$ cat src/rtl/osr_rx_pkg.sv
package osr_rx_pkg;

    localparam int OSR    = 16;
    localparam int DATA_W = 8;

    typedef enum logic [2:0] {
        ST_IDLE,
        ST_START,
        ST_DATA,
        ST_PAR,
        ST_STOP
    } rx_state_e;

    typedef struct packed {
        logic eight;
        logic par_en;
        logic par_odd;
        logic two_stop;
    } rx_cfg_t;

    typedef struct packed {
        logic [DATA_W-1:0] data;
        logic              par_bad;
        logic              stop_bad;
    } rx_frame_t;

    // Parity bit the sender must have placed, given the XOR of the data bits.
    function automatic logic want_par(input logic acc, input logic odd);
        return acc ^ odd;
    endfunction

endpackage

$ cat src/rtl/osr_rx_sync.sv
module osr_rx_sync #(
    parameter int STAGES = 2
) (
    input  logic clk,
    input  logic rst,
    input  logic din,
    output logic dout
);
    logic [STAGES-1:0] sh;

    always_ff @(posedge clk) begin
        if (rst) sh <= '1;
        else     sh <= {sh[STAGES-2:0], din};
    end

    assign dout = sh[STAGES-1];
endmodule

$ cat src/rtl/osr_rx_fsm.sv
module osr_rx_fsm
    import osr_rx_pkg::*;
#(
    parameter int N_OSR = OSR
) (
    input  logic      clk,
    input  logic      rst,
    input  logic      tick,
    input  logic      en,
    input  logic      line,
    input  rx_cfg_t   cfg,
    output logic      done,
    output rx_frame_t frame
);
    localparam int CW = $clog2(N_OSR);
    localparam logic [CW-1:0] MID_T  = CW'(N_OSR/2 - 1);
    localparam logic [CW-1:0] LAST_T = CW'(N_OSR - 1);

    rx_state_e         st;
    logic [CW-1:0]     cnt;
    logic [2:0]        bidx;
    logic              stop_idx;
    logic              acc;
    logic [DATA_W-1:0] shreg;
    logic              par_bad, stop_bad;
    logic [2:0]        last_bit;

    assign last_bit = cfg.eight ? 3'd7 : 3'd6;

    always_ff @(posedge clk) begin
        done <= 1'b0;
        if (rst || !en) begin
            st       <= ST_IDLE;
            cnt      <= '0;
            bidx     <= '0;
            stop_idx <= 1'b0;
            acc      <= 1'b0;
            shreg    <= '0;
            par_bad  <= 1'b0;
            stop_bad <= 1'b0;
        end else if (tick) begin
            unique case (st)
                ST_IDLE: begin
                    cnt <= '0;
                    if (!line) st <= ST_START;
                end
                ST_START: begin
                    if (cnt == MID_T) begin
                        cnt <= '0;
                        if (line) begin
                            st <= ST_IDLE;
                        end else begin
                            st       <= ST_DATA;
                            bidx     <= '0;
                            stop_idx <= 1'b0;
                            acc      <= 1'b0;
                            shreg    <= '0;
                            par_bad  <= 1'b0;
                            stop_bad <= 1'b0;
                        end
                    end else begin
                        cnt <= cnt + 1'b1;
                    end
                end
                ST_DATA: begin
                    if (cnt == LAST_T) begin
                        cnt         <= '0;
                        shreg[bidx] <= line;
                        acc         <= acc ^ line;
                        if (bidx == last_bit) st <= cfg.par_en ? ST_PAR : ST_STOP;
                        else                  bidx <= bidx + 1'b1;
                    end else begin
                        cnt <= cnt + 1'b1;
                    end
                end
                ST_PAR: begin
                    if (cnt == LAST_T) begin
                        cnt     <= '0;
                        par_bad <= (line != want_par(acc, cfg.par_odd));
                        st      <= ST_STOP;
                    end else begin
                        cnt <= cnt + 1'b1;
                    end
                end
                ST_STOP: begin
                    if (cnt == LAST_T) begin
                        cnt      <= '0;
                        stop_bad <= stop_bad | ~line;
                        if (stop_idx == cfg.two_stop) begin
                            done <= 1'b1;
                            st   <= ST_IDLE;
                        end else begin
                            stop_idx <= 1'b1;
                        end
                    end else begin
                        cnt <= cnt + 1'b1;
                    end
                end
                default: st <= ST_IDLE;
            endcase
        end
    end

    assign frame.data     = shreg;
    assign frame.par_bad  = par_bad;
    assign frame.stop_bad = stop_bad;

    // a high line at the start midpoint sends the receiver back to idle
    a_r2_false_start: assert property (@(posedge clk) disable iff (rst)
        (st == ST_START && tick && en && cnt == MID_T && line) |=> st == ST_IDLE);

    // the frame-complete pulse lasts one cycle
    a_r6_single_strobe: assert property (@(posedge clk) disable iff (rst)
        done |=> !done);
endmodule

$ cat src/rtl/osr_rx_flags.sv
module osr_rx_flags
    import osr_rx_pkg::*;
(
    input  logic              clk,
    input  logic              rst,
    input  logic              done,
    input  rx_frame_t         frame,
    input  logic              line_level,
    input  logic              ack,
    input  logic              clr_ovr,
    input  logic              clr_par,
    input  logic              clr_frm,
    output logic [DATA_W-1:0] data_q,
    output logic              rdy,
    output logic              ovr,
    output logic              par,
    output logic              frm,
    output logic              brk
);
    logic is_break;
    assign is_break = frame.stop_bad && (frame.data == '0);

    always_ff @(posedge clk) begin
        if (rst) begin
            data_q <= '0;
            rdy    <= 1'b0;
            ovr    <= 1'b0;
            par    <= 1'b0;
            frm    <= 1'b0;
            brk    <= 1'b0;
        end else begin
            if (done && (!rdy || ack)) data_q <= frame.data;

            if (done)     rdy <= 1'b1;
            else if (ack) rdy <= 1'b0;

            if (done && rdy && !ack) ovr <= 1'b1;
            else if (clr_ovr)        ovr <= 1'b0;

            if (done && frame.par_bad) par <= 1'b1;
            else if (clr_par)          par <= 1'b0;

            if (done && frame.stop_bad) frm <= 1'b1;
            else if (clr_frm)           frm <= 1'b0;

            if (done && is_break) brk <= 1'b1;
            else if (line_level)  brk <= 1'b0;
        end
    end

    // an overrun keeps the older character
    a_r6_keep_old: assert property (@(posedge clk) disable iff (rst)
        (done && rdy && !ack) |=> $stable(data_q));

    // a new framing error beats a clear in the same cycle
    a_r7_set_wins: assert property (@(posedge clk) disable iff (rst)
        (done && frame.stop_bad && clr_frm) |=> frm);

    // a break is only reported alongside a framing error
    a_r8_brk_with_frm: assert property (@(posedge clk) disable iff (rst)
        $rose(brk) |-> frm);
endmodule

$ cat src/rtl/osr_rx_top.sv
module osr_rx_top
    import osr_rx_pkg::*;
(
    input  logic       clk,
    input  logic       rst,
    input  logic       tick_en,
    input  logic       rx_in,
    input  logic       rx_en,
    input  logic       cfg_eight,
    input  logic       cfg_par_en,
    input  logic       cfg_par_odd,
    input  logic       cfg_two_stop,
    input  logic       rx_ack,
    input  logic       clr_ovr,
    input  logic       clr_par,
    input  logic       clr_frm,
    output logic [7:0] rx_data,
    output logic       rx_strobe,
    output logic       rx_rdy,
    output logic       err_ovr,
    output logic       err_par,
    output logic       err_frm,
    output logic       brk_det,
    output logic       line_level
);
    rx_cfg_t   cfg;
    rx_frame_t frame;
    logic      done;

    assign cfg = '{eight: cfg_eight, par_en: cfg_par_en,
                   par_odd: cfg_par_odd, two_stop: cfg_two_stop};

    osr_rx_sync #(.STAGES(2)) u_sync (
        .clk (clk), .rst (rst), .din (rx_in), .dout (line_level)
    );

    osr_rx_fsm #(.N_OSR(OSR)) u_fsm (
        .clk (clk), .rst (rst), .tick (tick_en), .en (rx_en),
        .line (line_level), .cfg (cfg), .done (done), .frame (frame)
    );

    osr_rx_flags u_flags (
        .clk (clk), .rst (rst), .done (done), .frame (frame),
        .line_level (line_level), .ack (rx_ack),
        .clr_ovr (clr_ovr), .clr_par (clr_par), .clr_frm (clr_frm),
        .data_q (rx_data), .rdy (rx_rdy), .ovr (err_ovr),
        .par (err_par), .frm (err_frm), .brk (brk_det)
    );

    assign rx_strobe = done;

    // with reception disabled, a framing flag persists until cleared
    a_r10_hold_flags: assert property (@(posedge clk) disable iff (rst)
        (!rx_en && err_frm && !clr_frm) |=> err_frm);

    // with reception disabled, no character completes
    a_r10_no_strobe: assert property (@(posedge clk) disable iff (rst)
        (!rx_en && !$past(rx_en)) |-> !rx_strobe);
endmodule

$ cat config.mk
export PLATFORM = sky130hd
export DESIGN_NAME = osr_rx_top
export DESIGN_NICKNAME = d
export VERILOG_FILES = /design/src/rtl/osr_rx_pkg.sv /design/src/rtl/osr_rx_sync.sv /design/src/rtl/osr_rx_fsm.sv /design/src/rtl/osr_rx_flags.sv /design/src/rtl/osr_rx_top.sv
export SDC_FILE = /design/constraint.sdc
export NUM_CORES = 1
export LEC_CHECK = 0
export BUFFER_PORTS_ARGS = -buffer_cell sky130_fd_sc_hd__buf_4
export CAP_MARGIN = 40
export CORE_MARGIN = 2
export CORE_UTILIZATION = 56
export DETAILED_ROUTE_END_ITERATION = 10
export HOLD_SLACK_MARGIN = 0.08
export PLACE_DENSITY = 0.78
export SYNTH_ARGS = -nofsm -noshare
export SYNTH_HDL_FRONTEND = slang
export SYNTH_SLANG_ARGS = --single-unit
$ cat constraint.sdc
create_clock -name clk -period 2.35 [get_ports clk]
set_input_delay 0.47 -clock clk [delete_from_list [all_inputs] [get_ports clk]]
set_output_delay 0.47 -clock clk [all_outputs]
set_load 0.05 [all_outputs]
### Yosys cells after proc, flatten, opt, wreduce, memory -nomap -nowiden

Index checks and enable logic that the tools add are counted.

| word-level totals | value |
|---|---|
| register bits | 38 |
| bits in latches | 0 |
| RAM bits | 0 |
| ROM bits | 0 |
| memories kept | 0 |

| cells by class | value |
|---|---|
| add/subtract/negate cells | 2 |
| $mul | 0 |
| div/mod/pow operators | 0 |
| order comparisons | 2 |
| equal/unequal tests | 19 |
| shift-type cells | 0 |
| mux-type cells | 48 |
| bitwise gates (word level) | 7 |
| reductions and logical operators | 33 |

Operators with widths:

| cell | count |
|---|---|
| $mux 3 | 12 |
| $mux 8 | 3 |
| $mux 1 | 20 |
| $pmux 8 s2 | 1 |
| $reduce_bool 2->1 | 8 |
| $pmux 3 s5 | 1 |
| $reduce_and 5->1 | 3 |
| $ne 2x1->1 const B | 6 |
| $pmux 4 s3 | 1 |
| $reduce_and 6->1 | 2 |
| $bwmux 8 | 1 |
| $logic_and 1x1->1 | 8 |
| $logic_not 8->1 | 1 |
| $mux 4 | 2 |
| $ne 2x2->1 const B | 4 |
| $pmux 1 s2 | 4 |
| $reduce_and 8->1 | 1 |
| $eq 3x2->1 const B | 2 |
| $pmux 3 s2 | 1 |
| $add 4x1->4 const B | 1 |
| $eq 4x3->1 const B | 1 |
| $eq 4x4->1 const B | 1 |
| $lt 3x4->1 const B | 1 |
| $not 1->1 | 4 |
| 18 further kinds | 22 |

### Logic depth before layout (Yosys ltp)

Gate-level depths: netlist of the first run.

| depth | value |
|---|---|
| word-level depth | 7 |
| depth in mapped cells | 6 |

### Modules after synthesis

A second synthesis of the first run with hierarchy kept.

| second synthesis, totals | value |
|---|---|
| cells, all modules | 234 |
| area, all modules | 2015.7 µm² |

Modules (own cells, without submodules):

| module | times used | cells an instance | area each (µm²) | seq. area each (µm²) |
|---|---|---|---|---|
| osr_rx_fsm | 1 | 172 | 1463.9 | 460.4 |
| osr_rx_flags | 1 | 58 | 499.2 | 260.2 |
| osr_rx_sync | 1 | 4 | 52.6 | 40.0 |

### Least setup slack after synthesis of the first run

OpenSTA, ideal clock, no wires.

| timing path | value |
|---|---|
| path kind | register to register |
| from | reg u_sync.sh[1] |
| to | reg u_fsm.shreg[1] |
| arrival time | 1.816 ns |
| slack | 0.405 ns |
| cell stages (with the launch flop) | 6 |
| clock period less this slack | 1.945 ns |
| cells stage by stage | dfxtp_1 > buf_2 > or4b_4 > a211o_1 > o211ai_1 > o31ai_1 |

| on the way | value |
|---|---|
| word-level cells in the longest chain between the ends | 3 |
| elaborated cells between the ends (all ways) | 5 |

Ends and longest elaborated chain:

| what | line | source |
|---|---|---|
| from (decl) | osr_rx_sync.sv:9 | `logic [STAGES-1:0] sh;` |
| from (signal assigned) | osr_rx_sync.sv:13 | `else sh <= {sh[STAGES-2:0], din};` |
| $bwmux 8 | osr_rx_fsm.sv:68 | `shreg[bidx] <= line;` |
| $mux 8 | osr_rx_fsm.sv:66 | `if (cnt == LAST_T) begin` |
| $pmux 8 s2 | osr_rx_fsm.sv:42 | `unique case (st)` |
| to (signal, indexed assignment) | osr_rx_fsm.sv:68 |  |
| to (decl) | osr_rx_fsm.sv:24 | `logic [DATA_W-1:0] shreg;` |

Parallel ways exist; a longest one is shown, timed or not. The select of a mux whose other input is x is not followed.
A chain may end at the register's enable or synchronous reset.

### Worst setup path after layout of the first run

| timing path | value |
|---|---|
| from | reg u_fsm.st[2] |
| to | reg u_fsm.st[1] |

| on the way | value |
|---|---|
| word-level cells in the longest chain between the ends | 3 |
| elaborated cells between the ends (all ways) | 14 |

Ends and longest elaborated chain:

| what | line | source |
|---|---|---|
| from (decl) | osr_rx_fsm.sv:19 | `rx_state_e st;` |
| from (signal assigned) | osr_rx_fsm.sv:70 | `if (bidx == last_bit) st <= cfg.par_en ? ST_PAR : ST_STOP;` |
| $eq 3x3->1, or another cell as far along | osr_rx_fsm.sv:42 |  |
| $ne 2x1->1 (no line) / $ne 2x2->1 (equally long branches) | n/a |  |
| $reduce_and 8->1 (no line) | n/a |  |

Parallel ways exist; a longest one is shown, timed or not.

==> results.py, run 1 <==
metrics = {
    "outcome": {
        "status": "completed",
    },
    "synthesis": {
        "synth.area.top_cells": "dfxtp_1 (41%), mux2i_1 (5.4%), nor2_1 (4.4%)",
        "synth_top_cell_by_area": "dfxtp_1",
        "synthFlopType": "dfxtp_1",
        "synth_top_area_share_pct": 41.0,
        "synth_cell_type_count": 48,
        "synth.most_common_cell": "dfxtp_1",
        "syn_area_sq_mm": 0.00186,
        "synth-seq-cells": 38,
        "synthTopCellsByCount": "dfxtp_1 (38), nor2_1 (22), nand2_1 (13), a21oi_1 (12), clkbuf_1 (11)",
        "yosysSeqAreaShare_pct": 41.0,
        "synth_edf_count": 0,
        "avgSynthCellArea_sq_um": 8.72,
        "syn_nets": 228,
        "yosys_warnings": 0,
        "synth_cells": 213,
        "synth_async_sr_flop_share_pct": 0,
    },
    "grt": {
        "first_global_vias": 1500,
        "grt_max_degree": 19,
        "antenna_found_initial": 0,
        "overflow": 0,
        "grt_pass1_wl_um": 6750,
        "grtUsageTotal_pct": 24.7,
        "grt_busiest_layer": "met2",
        "grtUsageMet1_pct": 30.9,
        "grt_util_met3_pct": 9.45,
        "grt.met2_usage_pct": 38.8,
    },
    "clock_network": {
        "clockBufferDepth": 2,
        "post_cts_buffers": 0,
        "clock_latency_ps": 350,
        "cts_sinks": 38,
        "cts_buffers": 5,
        "clkTransAtPathRegs_ps": 120,
        "clockRootBuffer": "clkbuf_4",
        "htreeDepth": 2,
        "cts_repair_resize_count": 0,
        "holdBufCountCts": 0,
        "cts_tree": "done",
    },
    "final_layout": {
        "seqCellArea_sq_um": 761,
        "insertedDiodeCount": 0,
        "area_delta_synth_final_pct": 15.8,
        "fillCellCount": 265,
        "multi_input_area_sq_mm": 0.00101,
        "final_layout_size_suffix_gt1_share_pct": 18.7,
        "nNetsFinal": 249,
    },
    "sta": {
        "clock.fmax_ghz": 0.510,
        "setup_viol": 0,
        "slew_headroom_pct": 68.0,
        "worst_pin_slew_ps": 480,
        "period_share_pct": 83.4,
        "slew_violations": 0,
        "skew_ps": 15.4,
        "hold_viol": 0,
        "rsz0062_at_grt": "no",
        "tns_ps": 0,
        "period_needed_ps": 1960,
        "whs_ps": 309,
    },
    "hold_path": {
        "whs_path_depth": 2,
        "hp-class": "primary input to register",
    },
    "routing": {
        "drt_iter0_markers": 106,
        "vias": 1686,
        "ant_nets": 0,
        "firstDrtPassIters": 5,
        "routed_wl_um": 4200,
        "wire_per_inst_um": 15.1,
        "drc_errors": 0,
        "post_drt_via_cell_ratio": 6.04,
    },
    "critical_path": {
        "critPathMaxFanout": 15,
        "cp.arrival_ps": 2210,
        "start_kind": "register",
        "rr_worst_depth": 4,
        "cp.required_ps": 2600,
        "crit_type": "register to register",
        "endpoint_kind": "register",
    },
    "pwr": {
        "total_power_mw": 1.15,
        "peakVddDrop_mv": 0.321,
        "power_density_mw_per_mm2": 536,
        "p_leak_nw": 0.838,
    },
    "flow_run": {
        "cap_violations": 0,
    },
    "place": {
        "gp_congestion": 0.809,
        "dp_hpwl_um": 3000,
        "numPortBuffers": 27,
    },
    "die": {
        "ios": 28,
        "dieArea_sq_mm": 0.00379,
        "die-width_um": 61.6,
        "die_h_um": 61.6,
        "row_count": 20,
        "core_area_sq_mm": 0.00310,
        "initial_utilization_pct": 59.8,
    },
}
==> sequential cells by signal, indices dropped and copies added (netlist names), 2 cells and up <==
name            count
u_fsm.st            3
u_fsm.shreg         8
u_fsm.bidx          3
u_flags.data_q      8
u_sync.sh           2
u_fsm.cnt           4
==> cell families after synthesis <==
family	synth area share, %
muxes	6.00
buffers and inverters	4.78
AOI/OAI and AO/OA	21.7
xor gates and xnor gates	2.36
adders and majority gates	1.35
and+or+nand+nor	22.8
DFF	41.0
==> placed cells by master (no fill, tap or decap), types with 3 or more instances in the layout <==
cell	instances
a211oi_1	3
a21oi_1	12
a31oi_1	5
a32o_1	4
buf_4	30
clkbuf_4	5
dfxtp_1	38
inv_1	5
mux2i_1	10
nand2_1	13
nand2b_1	6
nand3_1	4
nand3b_1	4
nand4_1	3
nor2_1	22
nor2b_1	5
nor3_1	6
nor4_1	3
o211ai_1	7
o21ai_1	10
or2_2	3
xnor2_1	4
==> layer usage <==
| metal | part of all wire, % | vias up |
|---|---|---|
| li1 | - | 827 |
| met1 | 44 | 779 |
| met2 | 47 | 76 |
| met3 | 8.7 | 4 |
| met4 | 1.1 | 0 |
| met5 | 0 | - |
==> final cells by class <==
type	instances	area share (%)
tap	44	2.56
clock inverter	3	2.10
timing repair buffer	30	10.5
inverter	5	0.873
clock buffer	5	1.75
multi-input combinational	154	46.9
sequential	38	35.4
==> critical path: stages (launching register included) <==
cell and delay, ps:
dfxtp_1 610, or3b_1 450, a2bb2oi_1 120, a211o_1 350
mux2_1 330
==> final timing paths <==
kind | from | to | slack (ps)
setup reg to reg | u_fsm.st[2] | u_fsm.st[1] | 390
setup / recovery | u_fsm.st[2] | u_fsm.st[1] | 390
hold / removal | rx_in | u_sync.sh[0] | 310
hold reg to reg | u_sync.sh[0] | u_sync.sh[1] | 430
==> power by group <==
part	internal, mW	switching, mW
sequential	0.646	0.00349
combinational	0.0254	0.0277
clock	0.223	0.227
==> through the flow <==
stage,setup WS [ps],cell area (sq um),util [%],cells
final,390,2150,69.3,279
after detailed placement,404,2070,66.6,271
after global routing,241,2150,69.3,279
after global placement,462,2070,66.6,271
after floorplan,405,1860,-,213
after CTS,393,2150,69.3,279
No activity file was read; power rests on OpenSTA's default activity.
==> inputs of run 2 (changes only) <==
==> constraint.sdc (replaced) <==
create_clock -name clk -period 1.92 [get_ports clk]
set_input_delay 0.384 -clock clk [delete_from_list [all_inputs] [get_ports clk]]
set_output_delay 0.384 -clock clk [all_outputs]
set_load 0.05 [all_outputs]
==> results.py, run 2 (synthesized netlist as in run 1, its figures left out) <==
metrics = {
    "final_layout": {
        "largestRegisters": "u_flags.data_q x8, u_fsm.shreg x8, u_fsm.cnt x4",
        "insertedDiodeCount": 0,
        "final_common_cell": "buf_4",
        "area_delta_synth_final_pct": 18.7,
        "fillCellCount": 256,
        "postLayoutCellArea_sq_mm": 0.00220,
        "nNetsFinal": 257,
        "seqCellArea_sq_um": 763,
        "final_layout_size_suffix_gt1_share_pct": 23.0,
        "final_cell_mix": "buf_4 (38), dfxtp_1 (36), nor2_1 (22)",
        "final_util_pct": 71.0,
        "multi_input_area_sq_mm": 0.00102,
    },
    "clock_network": {
        "clockBufferDepth": 2,
        "clockRootBuffer": "clkbuf_4",
        "cts_buffers": 5,
        "htreeDepth": 2,
        "cts_tree": "done",
        "cts_sinks": 38,
        "clock_latency_ps": 340,
        "post_cts_buffers": 0,
        "clkTransAtPathRegs_ps": 120,
    },
    "grt": {
        "grt_pass1_wl_um": 6860,
        "first_global_vias": 1535,
        "antenna_found_initial": 0,
        "overflow": 0,
        "grtUsageTotal_pct": 24.5,
        "grt_max_degree": 19,
    },
    "pwr": {
        "clkPwrFrac_pct": 33.8,
        "p_int_mw": 1.00,
        "p_leak_nw": 0.875,
        "swShare_pct": 23.3,
        "power_density_mw_per_mm2": 591,
        "combPwrFrac_pct": 5.3,
        "net-switching-power_mw": 0.303,
        "peakVddDrop_mv": 0.471,
        "seq_power_share_pct": 60.9,
    },
    "critical_path": {
        "slowest_delay_ps": 520,
        "worstReg2RegEnd": "u_fsm.st[1]",
        "endpoint_kind": "register",
        "cp.arrival_ps": 2110,
        "crit_type": "register to register",
        "critPathMaxFanout": 15,
        "cp.required_ps": 2160,
        "rr_worst_depth": 4,
        "rr_startpoint": "u_fsm.st[2]",
        "crit_path_cell_trace": "or3b_1, a2bb2oi_1, a211o_1, mux2_1",
        "cpMaxStageDelayCell": "or3b_1",
        "r2r_setup_slack_ps": 50,
        "start_kind": "register",
    },
    "sta": {
        "tns_ps": 0,
        "slew_violations": 0,
        "hold_viol": 0,
        "period_share_pct": 97.3,
        "slew_headroom_pct": 67.2,
        "worst_pin_slew_ps": 491,
        "setup_viol": 0,
        "clock.fmax_ghz": 0.535,
        "rsz0062_at_grt": "no",
        "skew_ps": 11.6,
        "period_needed_ps": 1870,
    },
    "die": {
        "dieArea_sq_mm": 0.00379,
        "core_area_sq_mm": 0.00310,
        "ios": 28,
        "row_count": 20,
        "die_h_um": 61.6,
        "die-width_um": 61.6,
        "initial_utilization_pct": 59.8,
    },
    "hold_path": {
        "hp-start": "rx_in",
        "hp-class": "primary input to register",
        "min_to": "u_sync.sh[0]",
        "whs_path_depth": 2,
    },
    "routing": {
        "firstDrtPassIters": 4,
        "wire_per_inst_um": 14.7,
        "vias": 1688,
        "post_drt_via_cell_ratio": 5.88,
        "drt_iter0_markers": 136,
        "ant_nets": 0,
        "routed_wl_um": 4220,
        "drc_errors": 0,
    },
    "place": {
        "dp_hpwl_um": 3050,
        "numPortBuffers": 27,
        "gp_congestion": 0.887,
        "dpl_cell_area_sq_mm": 0.00213,
    },
    "outcome": {
        "status": "completed",
    },
    "flow_run": {
        "cap_violations": 0,
    },
}
run 2: layer usage:
layer / vias up / GRT usage (%) / wire length, um
met5: - / 0 / 0
met4: 0 / 8.81 / 21
met3: 2 / 6.72 / 266
met2: 50 / 37.9 / 2010
met1: 795 / 32.8 / 1930
li1: 841 / - / -
run 2: what timing repair did:
| item | 4_1_cts | 5_1_grt |
|---|---|---|
| resized for setup | 0 | 3 |
| setup endpoints to repair | 0 | 6 |
| hold buffers | 0 | 0 |
run 2: worst max path at each step:
stage                            start             end  slack, ps  cells past startpoint
after floorplan           u_sync.sh[1]  u_fsm.shreg[1]         90                      5
after global placement    u_fsm.cnt[3]  u_fsm.shreg[0]        110                      4
after detailed placement  u_fsm.cnt[3]  u_fsm.shreg[0]         60                      4
after CTS                 u_fsm.cnt[3]  u_fsm.shreg[0]         50                      4
after global routing       u_fsm.st[0]  u_fsm.shreg[1]          4                      4
final                      u_fsm.st[2]     u_fsm.st[1]         50                      4
run 2: critical path, delay by kind of cell, from the launching register on:
family	cells	cell delay [ps]
AOI/OAI and AO/OA	2	440
muxes	1	330
DFF	1	480
and+or+nand+nor	1	520
run 2: cell type report:
| type | instances | area share (%) |
|---|---|---|
| Clock buffer | 6 | 2.33 |
| Clock inverter | 2 | 0.568 |
| Timing Repair Buffer | 38 | 12.9 |
| Multi-Input combinational cell | 154 | 46.2 |
| Tap cell | 44 | 2.50 |
| Inverter | 5 | 0.851 |
| Sequential cell | 38 | 34.6 |
run 2: power groups by stage:
stage	clock network [mW]	logic [mW]	registers [mW]
final	0.440	0.0691	0.794
after global routing	0.495	0.0739	0.795
after CTS	0.456	0.0680	0.794
after detailed placement	0	0.0675	0.812
after global placement	0	0.0660	0.812
after floorplan	0	0.0336	0.812
run 2: per-stage QoR:
step / setup WS (ps) / std cells / hold slack, ps / total power [mW]
floorplan: 88.0 / 213 / 389 / 0.846
global placement: 113 / 279 / 401 / 0.878
detailed placement: 63.8 / 279 / 413 / 0.880
CTS: 50.9 / 287 / 214 / 1.32
global route: 4.35 / 287 / 195 / 1.36
finish: 52.1 / 287 / 228 / 1.30
==> inputs of run 3 (changes only) <==
==> constraint.sdc (replaced) <==
create_clock -name clk -period 1.92 [get_ports clk]
set_input_delay 0.096 -clock clk [delete_from_list [all_inputs] [get_ports clk]]
set_output_delay 0.096 -clock clk [all_outputs]
set_load 0.05 [all_outputs]
==> results.py, run 3 (synthesized netlist as in run 1, its figures left out) <==
metrics = {
    "critical_path": {
        "crit_type": "register to register",
        "cp.arrival_ps": 2090,
        "cpMaxStageDelayCell": "dfxtp_2",
        "endpoint_kind": "register",
        "cp.required_ps": 2180,
        "slowest_delay_ps": 510,
        "start_kind": "register",
        "critPathMaxFanout": 15,
        "crit_path_cell_trace": "nor2_1, a2111oi_1, a211o_1, mux2_1",
    },
    "routing": {
        "wire_per_inst_um": 15.8,
        "drt_iter0_markers": 120,
        "top_layer_used": "met4",
        "post_drt_via_cell_ratio": 5.93,
        "met3WireLength_um": 258,
        "drc_errors": 0,
        "vias": 1754,
        "firstDrtPassIters": 4,
        "routed_wl_um": 4680,
        "dr_wl_met2_um": 2270,
        "ant_nets": 0,
        "wl_met1_um": 2080,
    },
    "grt": {
        "overflow": 0,
        "first_global_vias": 1609,
        "grt_max_degree": 19,
        "grt_pass1_wl_um": 7290,
        "antenna_found_initial": 0,
        "grtUsageTotal_pct": 26.4,
    },
    "clock_network": {
        "clockBufferDepth": 2,
        "clockRootBuffer": "clkbuf_4",
        "cts_tree": "done",
        "clkTransAtPathRegs_ps": 110,
        "cts_sinks": 38,
        "clock_latency_ps": 360,
        "cts_buffers": 5,
        "htreeDepth": 2,
    },
    "place": {
        "gp_congestion": 0.893,
        "preCtsSetupSlack_ps": 47.9,
        "numPortBuffers": 27,
        "dp_hpwl_um": 3030,
        "dpl_cell_area_sq_mm": 0.00212,
    },
    "die": {
        "dieArea_sq_mm": 0.00379,
        "core_area_sq_mm": 0.00310,
        "initial_utilization_pct": 59.8,
        "die-width_um": 61.6,
        "die_h_um": 61.6,
        "row_count": 20,
        "ios": 28,
    },
    "outcome": {
        "status": "completed",
    },
    "sta": {
        "setup_ws_ps": 86.3,
        "rsz0062_at_grt": "no",
        "hold_viol": 0,
        "period_needed_ps": 1830,
        "tns_ps": 0,
        "period_share_pct": 95.5,
        "worst_pin_slew_ps": 494,
        "setup_viol": 0,
        "slew_violations": 0,
        "slew_headroom_pct": 67.1,
        "clock.fmax_ghz": 0.545,
        "skew_ps": 4.90,
    },
    "flow_run": {
        "cap_violations": 0,
    },
    "final_layout": {
        "nNetsFinal": 267,
        "final_common_cell": "buf_4",
        "final_cell_mix": "buf_4 (37), dfxtp_1 (34), nor2_1 (22)",
        "final_layout_size_suffix_gt1_share_pct": 22.2,
        "insertedDiodeCount": 0,
        "area_delta_synth_final_pct": 25.4,
        "fillCellCount": 241,
        "largestRegisters": "u_flags.data_q x8, u_fsm.shreg x8, u_fsm.cnt x4",
        "postLayoutCellArea_sq_mm": 0.00233,
    },
    "hold_path": {
        "hp-class": "primary input to register",
    },
    "pwr": {
        "peakVddDrop_mv": 0.514,
        "total_power_mw": 1.45,
        "power_density_mw_per_mm2": 624,
        "p_leak_nw": 0.933,
    },
}
## run 3: cell count changes in the layout (fill, tap and decap cells not counted)
cell,before,now
bufinv_16,0,1
a2111oi_0,1,0
a2111oi_1,0,1
clkinvlp_4,1,0
buf_4,38,37
dfxtp_2,2,4
dfxtp_1,36,34
dlygate4sd3_1,0,11
clkinv_2,1,0
## run 3: worst max-delay path, delay by kind of cell (launching register included)
kind,cells,cell delay (ps)
AOI/OAI and AO/OA,2,740
muxes,1,340
DFF,1,510
and+or+nand+nor,1,130
## run 3: path summary, 6_finish.rpt
kind           startpoint            to  slack [ps]  cells past startpoint
min                 rx_en    u_fsm.done         120                      3
max           u_fsm.st[2]   u_fsm.st[1]          90                      4
min reg2reg  u_sync.sh[0]  u_sync.sh[1]         430                      1
max reg2reg   u_fsm.st[2]   u_fsm.st[1]          90                      4
## run 3: report_power, final
part	switching (mW)	total [mW]	internal, mW
logic	0.0399	0.0841	0.0442
clock network	0.272	0.575	0.303
registers	0.00375	0.794	0.791
total	0.316	1.45	1.14
## run 3: per-stage QoR
step | util [%] | hold WS (ps) | instances
final | 75.0 | 122 | 296
after global routing | 75.0 | 127 | 296
after CTS | 74.6 | 103 | 296
after detailed placement | 68.3 | 284 | 278
after global placement | 68.3 | 285 | 278
after floorplan | - | 193 | 213
## run 3: what timing repair did
| item | 4_1_cts | 5_1_grt |
|---|---|---|
| setup buffers | 0 | 0 |
| resized for setup | 1 | 5 |
| endpoints found under the hold margin | 19 | 0 |
| endpoints found under the setup margin | 1 | 13 |
| hold buffers | 11 | 0 |
## run 3: metal layers
layer	track usage, %	up-vias
met4	8.51	0
li1	-	857
met3	8.19	7
met1	34.3	826
met5	0	-
met2	42.0	64
## run 3: layout make-up
cell class / count / area [sq um] / share of cell area [%]
Clock buffer: 6 / 51.3 / 2.20
Timing Repair Buffer: 48 / 388 / 16.7
Clock inverter: 1 / 30.0 / 1.29
Tap cell: 44 / 55.1 / 2.36
Inverter: 5 / 18.8 / 0.806
Sequential cell: 38 / 766 / 32.9
Multi-Input combinational cell: 154 / 1020 / 43.8
